`src/rtl/gpio_atr_pkg.sv`:
```
package gpio_atr_pkg;
    localparam int IDX_W     = 4;
    localparam int ATR_SLOTS = 8;
    localparam int SLOT_W    = $clog2(ATR_SLOTS);

    localparam logic [IDX_W-1:0] IDX_IO       = 4'd0;
    localparam logic [IDX_W-1:0] IDX_DIR      = 4'd1;
    localparam logic [IDX_W-1:0] IDX_SEL_HI   = 4'd2;
    localparam logic [IDX_W-1:0] IDX_SEL_LO   = 4'd3;
    localparam logic [IDX_W-1:0] IDX_ATR_BASE = 4'd4;

    typedef enum logic [1:0] {
        ST_IDLE = 2'd0,
        ST_TX   = 2'd1,
        ST_RX   = 2'd2,
        ST_FDX  = 2'd3
    } radio_state_e;

    typedef enum logic [1:0] {
        SRC_SW   = 2'd0,
        SRC_ATR  = 2'd1,
        SRC_DBG0 = 2'd2,
        SRC_DBG1 = 2'd3
    } pin_src_e;
endpackage

```
`src/rtl/gpio_atr_regs.sv`:
```
module gpio_atr_regs
    import gpio_atr_pkg::*;
#(
    parameter int SIDE_PINS = 16,
    localparam int DATA_W = 2 * SIDE_PINS
) (
    input  logic                                  clk,
    input  logic                                  rst_n,
    input  logic                                  wr_en,
    input  logic [IDX_W-1:0]                      wr_idx,
    input  logic [DATA_W-1:0]                     wr_data,
    output logic [DATA_W-1:0]                     io_q,
    output logic [DATA_W-1:0]                     dir_q,
    output logic [DATA_W-1:0]                     sel_hi_q,
    output logic [DATA_W-1:0]                     sel_lo_q,
    output logic [ATR_SLOTS-1:0][SIDE_PINS-1:0]   atr_q
);
    typedef struct packed {
        logic [DATA_W-1:0]                   io;
        logic [DATA_W-1:0]                   dir;
        logic [DATA_W-1:0]                   sel_hi;
        logic [DATA_W-1:0]                   sel_lo;
        logic [ATR_SLOTS-1:0][SIDE_PINS-1:0] atr;
    } regs_t;

    regs_t            regs_d, regs_q;
    logic [IDX_W-1:0] slot_off;

    // offsets below the pattern base wrap to values >= ATR_SLOTS
    assign slot_off = wr_idx - IDX_ATR_BASE;

    always_comb begin
        regs_d = regs_q;
        if (wr_en) begin
            unique case (wr_idx)
                IDX_IO:     regs_d.io     = wr_data;
                IDX_DIR:    regs_d.dir    = wr_data;
                IDX_SEL_HI: regs_d.sel_hi = wr_data;
                IDX_SEL_LO: regs_d.sel_lo = wr_data;
                default: begin
                    if (slot_off < IDX_W'(ATR_SLOTS))
                        regs_d.atr[slot_off[SLOT_W-1:0]] = wr_data[SIDE_PINS-1:0];
                end
            endcase
        end
    end

    always_ff @(posedge clk) begin
        if (!rst_n) regs_q <= '0;
        else        regs_q <= regs_d;
    end

    assign io_q     = regs_q.io;
    assign dir_q    = regs_q.dir;
    assign sel_hi_q = regs_q.sel_hi;
    assign sel_lo_q = regs_q.sel_lo;
    assign atr_q    = regs_q.atr;
endmodule

```
`src/rtl/gpio_atr_state.sv`:
```
module gpio_atr_state
    import gpio_atr_pkg::*;
#(
    parameter int SIDE_PINS = 16
) (
    input  logic                                clk,
    input  logic                                rst_n,
    input  logic                                tx_active,
    input  logic                                rx_active,
    input  logic [ATR_SLOTS-1:0][SIDE_PINS-1:0] atr_tbl,
    output logic [SIDE_PINS-1:0]                atr_hi,
    output logic [SIDE_PINS-1:0]                atr_lo
);
    typedef struct packed {
        radio_state_e st;
    } state_t;

    state_t state_d, state_q;

    always_comb begin
        state_d    = state_q;
        state_d.st = radio_state_e'({rx_active, tx_active});
    end

    always_ff @(posedge clk) begin
        if (!rst_n) state_q <= '{st: ST_IDLE};
        else        state_q <= state_d;
    end

    // slot = 2*state + side; side 0 = transmit half, side 1 = receive half
    assign atr_hi = atr_tbl[{state_q.st, 1'b0}];
    assign atr_lo = atr_tbl[{state_q.st, 1'b1}];
endmodule

```
`src/rtl/gpio_pin_mux.sv`:
```
module gpio_pin_mux
    import gpio_atr_pkg::*;
#(
    parameter int SIDE_PINS = 16,
    localparam int DATA_W = 2 * SIDE_PINS
) (
    input  logic [DATA_W-1:0]    io,
    input  logic [DATA_W-1:0]    dir,
    input  logic [DATA_W-1:0]    sel_hi,
    input  logic [DATA_W-1:0]    sel_lo,
    input  logic [SIDE_PINS-1:0] atr_hi,
    input  logic [SIDE_PINS-1:0] atr_lo,
    input  logic [DATA_W-1:0]    dbg0,
    input  logic [DATA_W-1:0]    dbg1,
    output logic [DATA_W-1:0]    pin_out,
    output logic [DATA_W-1:0]    pin_oe
);
    assign pin_oe = dir;

    for (genvar p = 0; p < DATA_W; p++) begin : g_pin
        localparam bit IS_HI = (p >= SIDE_PINS);
        localparam int FLD   = IS_HI ? (p - SIDE_PINS) : p;

        logic [1:0] code;
        logic       atr_bit;
        logic       val;

        if (IS_HI) begin : g_hi
            assign code    = sel_hi[2*FLD +: 2];
            assign atr_bit = atr_hi[FLD];
        end else begin : g_lo
            assign code    = sel_lo[2*FLD +: 2];
            assign atr_bit = atr_lo[FLD];
        end

        always_comb begin
            unique case (pin_src_e'(code))
                SRC_SW:   val = io[p];
                SRC_ATR:  val = atr_bit;
                SRC_DBG0: val = dbg0[p];
                default:  val = dbg1[p];
            endcase
            if (!dir[p]) val = 1'b0;
        end

        assign pin_out[p] = val;
    end
endmodule

```
`src/rtl/gpio_in_sync.sv`:
```
module gpio_in_sync #(
    parameter int WIDTH = 32
) (
    input  logic             clk,
    input  logic             rst_n,
    input  logic [WIDTH-1:0] d,
    output logic [WIDTH-1:0] q
);
    typedef struct packed {
        logic [WIDTH-1:0] s1;
        logic [WIDTH-1:0] s2;
    } sync_t;

    sync_t sync_d, sync_q;

    always_comb begin
        sync_d.s1 = d;
        sync_d.s2 = sync_q.s1;
    end

    always_ff @(posedge clk) begin
        if (!rst_n) sync_q <= '0;
        else        sync_q <= sync_d;
    end

    assign q = sync_q.s2;
endmodule

```
`src/rtl/gpio_atr_ctrl.sv`:
```
module gpio_atr_ctrl
    import gpio_atr_pkg::*;
#(
    parameter int SIDE_PINS = 16,
    localparam int DATA_W = 2 * SIDE_PINS
) (
    input  logic              clk,
    input  logic              rst_n,
    input  logic              wr_en,
    input  logic [IDX_W-1:0]  wr_idx,
    input  logic [DATA_W-1:0] wr_data,
    input  logic              tx_active,
    input  logic              rx_active,
    input  logic [DATA_W-1:0] dbg0,
    input  logic [DATA_W-1:0] dbg1,
    input  logic [DATA_W-1:0] pin_in,
    output logic [DATA_W-1:0] pin_out,
    output logic [DATA_W-1:0] pin_oe,
    output logic [DATA_W-1:0] rd_io
);
    logic [DATA_W-1:0]                   io_q, dir_q, sel_hi_q, sel_lo_q;
    logic [ATR_SLOTS-1:0][SIDE_PINS-1:0] atr_q;
    logic [SIDE_PINS-1:0]                atr_hi, atr_lo;
    logic [DATA_W-1:0]                   pin_sync;

    gpio_atr_regs #(.SIDE_PINS(SIDE_PINS)) u_regs (
        .clk      (clk),
        .rst_n    (rst_n),
        .wr_en    (wr_en),
        .wr_idx   (wr_idx),
        .wr_data  (wr_data),
        .io_q     (io_q),
        .dir_q    (dir_q),
        .sel_hi_q (sel_hi_q),
        .sel_lo_q (sel_lo_q),
        .atr_q    (atr_q)
    );

    gpio_atr_state #(.SIDE_PINS(SIDE_PINS)) u_state (
        .clk       (clk),
        .rst_n     (rst_n),
        .tx_active (tx_active),
        .rx_active (rx_active),
        .atr_tbl   (atr_q),
        .atr_hi    (atr_hi),
        .atr_lo    (atr_lo)
    );

    gpio_pin_mux #(.SIDE_PINS(SIDE_PINS)) u_mux (
        .io      (io_q),
        .dir     (dir_q),
        .sel_hi  (sel_hi_q),
        .sel_lo  (sel_lo_q),
        .atr_hi  (atr_hi),
        .atr_lo  (atr_lo),
        .dbg0    (dbg0),
        .dbg1    (dbg1),
        .pin_out (pin_out),
        .pin_oe  (pin_oe)
    );

    gpio_in_sync #(.WIDTH(DATA_W)) u_sync (
        .clk   (clk),
        .rst_n (rst_n),
        .d     (pin_in),
        .q     (pin_sync)
    );

    always_comb begin
        rd_io = (pin_out & pin_oe) | (pin_sync & ~pin_oe);
    end
endmodule

```
`config.mk`:
```
export PLATFORM = sky130hd
export DESIGN_NAME = gpio_atr_ctrl
export DESIGN_NICKNAME = d
export VERILOG_FILES = /design/src/rtl/gpio_atr_pkg.sv /design/src/rtl/gpio_atr_regs.sv /design/src/rtl/gpio_atr_state.sv /design/src/rtl/gpio_pin_mux.sv /design/src/rtl/gpio_in_sync.sv /design/src/rtl/gpio_atr_ctrl.sv
export SDC_FILE = /design/constraint.sdc
export NUM_CORES = 1
export LEC_CHECK = 0
export CELL_PAD_IN_SITES_DETAIL_PLACEMENT = 1
export CELL_PAD_IN_SITES_GLOBAL_PLACEMENT = 2
export CORE_ASPECT_RATIO = 0.8
export CORE_MARGIN = 2
export CORE_UTILIZATION = 30
export DETAILED_ROUTE_END_ITERATION = 8
export GPL_TIMING_DRIVEN = 1
export PLACE_DENSITY = 0.8
export SYNTH_ARGS = -nofsm -noshare
export SYNTH_HDL_FRONTEND = slang
export SYNTH_SLANG_ARGS = --single-unit
```
`constraint.sdc`:
```
create_clock -name clk -period 1.7 [get_ports clk]
set_input_delay 0.34 -clock clk [delete_from_list [all_inputs] [get_ports clk]]
set_output_delay 0.34 -clock clk [all_outputs]
set_load 0.05 [all_outputs]
```
# Yosys cells after proc, flatten, opt, wreduce, memory -nomap -nowiden
# Index checks and enable logic that the tools add are counted.
# word_totals
elab_cells	204
reg_bits	322
# classes
n_addsub	1
bitwise_logic	5
eq_ne	67
magnitude_cmp	5
muxes	71
n_reduce_logical	40
# ops
op	n
128-bit bitwise mux	1
1-bit case mux with 3 select lines	32
32-bit AND	2
16-bit binary-select mux with 2-bit select	2
2-bit by 1-bit equality test with 1-bit output (second input constant)	32
2-bit equality test (second input constant)	32
2-bit zero test	32
16-bit demux with 3-bit select	1
16-bit 2-to-1 mux	3
1-bit 2-to-1 mux	32
32-bit inverter	1
32-bit OR	1
3-bit by 4-bit less-than comparator with 1-bit output (second input constant)	3
4-bit by 2-bit equality test with 1-bit output (second input constant)	2
2-bit AND reduction	4
4-bit by 1-bit equality test with 1-bit output (second input constant)	1
4-bit zero test	1
4-bit less-than comparator (second input constant)	1
4-bit OR reduction	1
4-bit by 3-bit subtractor with 4-bit output (second input constant)	1
3-bit by 1-bit greater-or-equal comparator with 1-bit output (second input constant)	1
3-bit AND reduction	1
1-bit logical AND	1
1-bit inverter	1

# Depth between registers and ports, before layout
# depth
depth_word	6
depth_mapped	8
mapped_depth_nobuf	5

# By module
# A second synthesis with hierarchy kept.
# unflattened
hier_cells	1244
area_unflattened_um2	13429.1
# by_module_without_submodules
module	cells_per_inst	seq_area_each_um2	area_per_inst_um2	n_inst
gpio_atr_regs	907	5124.9	8888.5	1
gpio_in_sync	134	1281.2	1791.7	1
gpio_pin_mux	128	0.0	1401.3	1
gpio_atr_state	43	40.0	867.1	1
gpio_atr_ctrl	32	0.0	480.5	1

# Worst setup path before layout
# Ideal clock, no wire load.
# synth_timing
path_type	register to output
start	register u_state.state_q[1] (netlist bit)
end	output rd_io[0]
n_path_buf	2
stages_incl_launch_ff	6
path_slack_ps	-552
arrival_ps	1912
cell_sequence	dfxtp_1 > buf_4 > buf_6 > mux2i_1 > or3_1 > a31oi_1
# synth_between
elab_chain_cells	6
# synth_lines
item	line	rtl
start, declared	gpio_atr_state.sv:18	state_t state_d, state_q;
start signal, assigned	gpio_atr_state.sv:26	if (!rst_n) state_q <= '{st: ST_IDLE};
start signal, assigned	gpio_atr_state.sv:27	else state_q <= state_d;
16-bit binary-select mux with 2-bit select	gpio_atr_state.sv:32	assign atr_lo = atr_tbl[{state_q.st, 1'b1}];
16-bit 2-to-1 mux (not written as such)	gpio_atr_state.sv:32	
1-bit case mux with 3 select lines	gpio_pin_mux.sv:37	unique case (pin_src_e'(code))
1-bit 2-to-1 mux	gpio_pin_mux.sv:43	if (!dir[p]) val = 1'b0;
32-bit AND	gpio_atr_ctrl.sv:70	rd_io = (pin_out & pin_oe) | (pin_sync & ~pin_oe);
32-bit OR	gpio_atr_ctrl.sv:70	
end, declared	gpio_atr_ctrl.sv:19	output logic [DATA_W-1:0] rd_io
# No other way between the ends. The select of a mux whose other input is x is not followed.

# Worst setup path after layout
# layout_timing
start	register u_state.state_q[1] (netlist bit)
end	output pin_out[0]
# layout_between
elab_chain_cells	4
# layout_lines
item	line	rtl
16-bit binary-select mux with 2-bit select	gpio_atr_state.sv:32	
16-bit 2-to-1 mux (not written as such)	gpio_atr_state.sv:32	
1-bit case mux with 3 select lines	gpio_pin_mux.sv:37	
1-bit 2-to-1 mux	gpio_pin_mux.sv:43	
end, declared	gpio_atr_ctrl.sv:17	output logic [DATA_W-1:0] pin_out,
# No other way between the ends. The select of a mux whose other input is x is not followed.

==> impl_metrics.tcl <==
set metrics [dict create \
    status "finished, violations left" \
    violations "setup timing" \
    yosys-top-cells-count "431 x nand2_1, 322 x dfxtp_1, 190 x mux2i_1" \
    critPathMaxFanout 5 \
    worstSetupStartpointType "flip-flop" \
    hold_class "in -> reg" \
    synth_edf_count 0 \
    grt_first_pass_wirelength_um 80700 \
    clk_pin_slew_ns 0.06 \
    via_per_inst 5.08 \
    grt_pass1_vias 12972 \
    ant_nets 0 \
    hold_violations 0 \
    die_y_um 198 \
    grtUsageTotal_pct 21.8 \
    fillers 5034 \
    ys_async_sr_fraction_pct 0 \
    die_w_um 247 \
    core_area_mm2 0.0468 \
    first_pass_iters 4 \
    overflow 0 \
    drv_cap 0 \
    min_period_ns 2.58 \
    netlist_area_mm2 0.0142 \
    synthToLayoutAreaGrowth_pct 49.6 \
    clockBufferDepth 3 \
    drt-wirelength-per-cell_um 22.6 \
    num_rows 71 \
    setup_viol 64 \
    tightest_slew_ns 0.541 \
    synthCells 1549 \
    fin_area_mm2 0.0212 \
    clockRootBuffer "clkbuf_16" \
    rr_startpoint "u_regs.dir_q[12]$_SDFFE_PN0P_" \
    grt_max_degree 56 \
    ys_ff_latch 322 \
    insertion_delay_ns 0.53 \
    drc 0 \
    layout.nets 1939 \
    antenna_found_initial 0 \
    die_area_mm2 0.0490 \
    synth_cell_type_count 43 \
    relSlewSlack_pct 63.8 \
    crit_required_ns 1.36 \
    hp-start "rst_n" \
    p_seq_share_pct 44.1 \
    ys_warn_count 0 \
    synth_top_area_share_pct 45.5 \
    endpoint_kind "primary output" \
    fin_skew_ns 0.00458 \
    htree_levels 2 \
    io_pins 233 \
    synth_fp_nets 1687 \
    place_area_mm2 0.0192 \
    max_freq_ghz 0.387 \
    power_frac_comb_pct 10.8 \
    ys.flop_type "dfxtp_1" \
    powerDensity_mw_per_mm2 834 \
    synth_largest_area_cell "dfxtp_1" \
    drt_iter0_drc 665 \
    ys_seq_area_share_pct 45.5 \
    syn_area_per_cell_um2 9.16 \
    initial_core_util_pct 30.3 \
    drive_above_1_share_pct 24.7 \
    synth.most_common_cell "nand2_1" \
    peakVddDrop_mv 0.548 \
    tritoncts "built" \
    p_int_mw 13.4 \
    num_antenna_cells 0 \
    switching_share_pct 24.2 \
    fin_ws_ns -0.882 \
    wl_um 55400 \
    crit_path_start "u_state.state_q[1]$_SDFF_PN0_" \
    numCtsBuffers 38 \
    ys_top_cells_by_area "dfxtp_1 45%, mux2i_1 13%, nand2_1 11%" \
    place_ws_ns -0.506 \
    dp_hpwl_um 38900 \
    io_buffers 232 \
    min_period_over_period_pct 152 \
    switchingPower_mw 4.29 \
    rsz0062_at_grt "yes" \
    leakage_nw 7.58 \
    pwr-share-clk_pct 45.1 \
    slew_viol_final 0 \
    clock_sinks 322 \
    place_congestion 0.812 \
    vias 12439 \
    critPathArrivalTime_ns 2.24 \
    crit_type "reg -> out" \
]
critical path, cell delays in order, from the launching register on:
cell and delay (ns):
dfxtp_4 0.37, buf_12 0.15, buf_12 0.14, buf_12 0.13, mux2i_1 0.13, o311a_1 0.36
a21oi_2 0.17, buf_4 0.13, buf_12 0.13
power groups by stage:
stage,clock network [mW],registers [mW],logic [mW]
floorplan,0,7.95,0.794
global placement,0,7.96,1.77
detailed placement,0,7.96,1.78
CTS,8.13,7.80,1.87
global route,8.47,7.81,1.99
finish,7.99,7.80,1.90
per-layer routing:
metal  up-vias  routed length, µm  global-route usage, %
met3        78               2610                   3.06
met1      6272              25400                   29.6
met5         -                  0                      0
met4         0               1110                   5.53
met2       291              26200                   36.4
li1       5798                  -                      -
cells by family after synthesis:
| kind of cell | share of synthesized area, % |
|---|---|
| simple gates | 18.5 |
| compound gates | 14.1 |
| mux | 16.1 |
| flops | 45.5 |
| fa+ha+maj | 0.0882 |
| buf+inv | 5.71 |
layout make-up:
class | instances | area [µm²] | area share, %
flip-flops and latches | 322 | 6450 | 30.4
well taps | 620 | 776 | 3.66
multi-input cells | 1093 | 8200 | 38.7
clock inverters | 7 | 35.0 | 0.165
clock buffers | 60 | 1190 | 5.60
inverters | 5 | 18.8 | 0.0885
repair buffers | 341 | 4540 | 21.4
what timing repair did:
action / CTS / global route
pin swaps: 32 / 23
gates cloned: 1 / 3
resized for setup: 85 / 42
endpoints found under the setup margin: 65 / 126
setup buffers: 9 / 6
hold buffers: 0 / 0
sequential cells by signal, summed over array words and instances, names as in the netlist:
| signal | cells |
|---|---|
| u_regs.sel_lo_q | 32 |
| u_state.state_q | 2 |
| u_sync.q | 32 |
| u_sync.sync_d | 32 |
| u_regs.sel_hi_q | 32 |
| u_regs.atr_q | 128 |
| u_regs.dir_q | 32 |
| u_regs.io_q | 32 |
metrics by stage:
stage	setup TNS [ns]	hold WS [ns]	total power, mW	utilization (%)	std cells
final	-50.87	0.210	17.7	45.3	2448
after global routing	-53.73	0.211	18.3	45.3	2448
after CTS	-51.15	0.194	17.8	44.7	2440
after detailed placement	-119.17	0.419	9.75	41.0	2365
after global placement	-106.24	0.415	9.72	41.0	2365
after floorplan	-3.18	0.412	8.75	-	1549
cell usage in the layout, fill, tap and decap left out, drive strengths merged, types with 2 or more instances in the layout:
cell	count
a21boi	128
nor2	4
buf	203
clkdlybuf4s50	135
or3	30
a221oi	2
clkinv	7
o311a	30
dfxtp	322
and2	66
nand4b	3
a31oi	32
o21ai	30
inv	5
and4b	2
a311oi	2
nor2b	2
mux2	34
a31o	2
mux2i	190
o22ai	30
nand2b	31
a21oi	30
nand3	3
clkbuf	63
nand2	432
worst paths after layout:
check | to | slack, ns | depth (start not counted)
worst max-delay path | pin_out[0] | -0.88 | 8
worst min register to register | u_sync.q[2]$_SDFF_PN0_ | 0.43 | 1
worst max register to register | u_regs.dir_q[12]$_SDFFE_PN0P_ | 0.69 | 3
worst min-delay path | u_regs.sel_lo_q[6]$_SDFFE_PN0P_ | 0.21 | 2
Power figures use the tool's default switching activity.
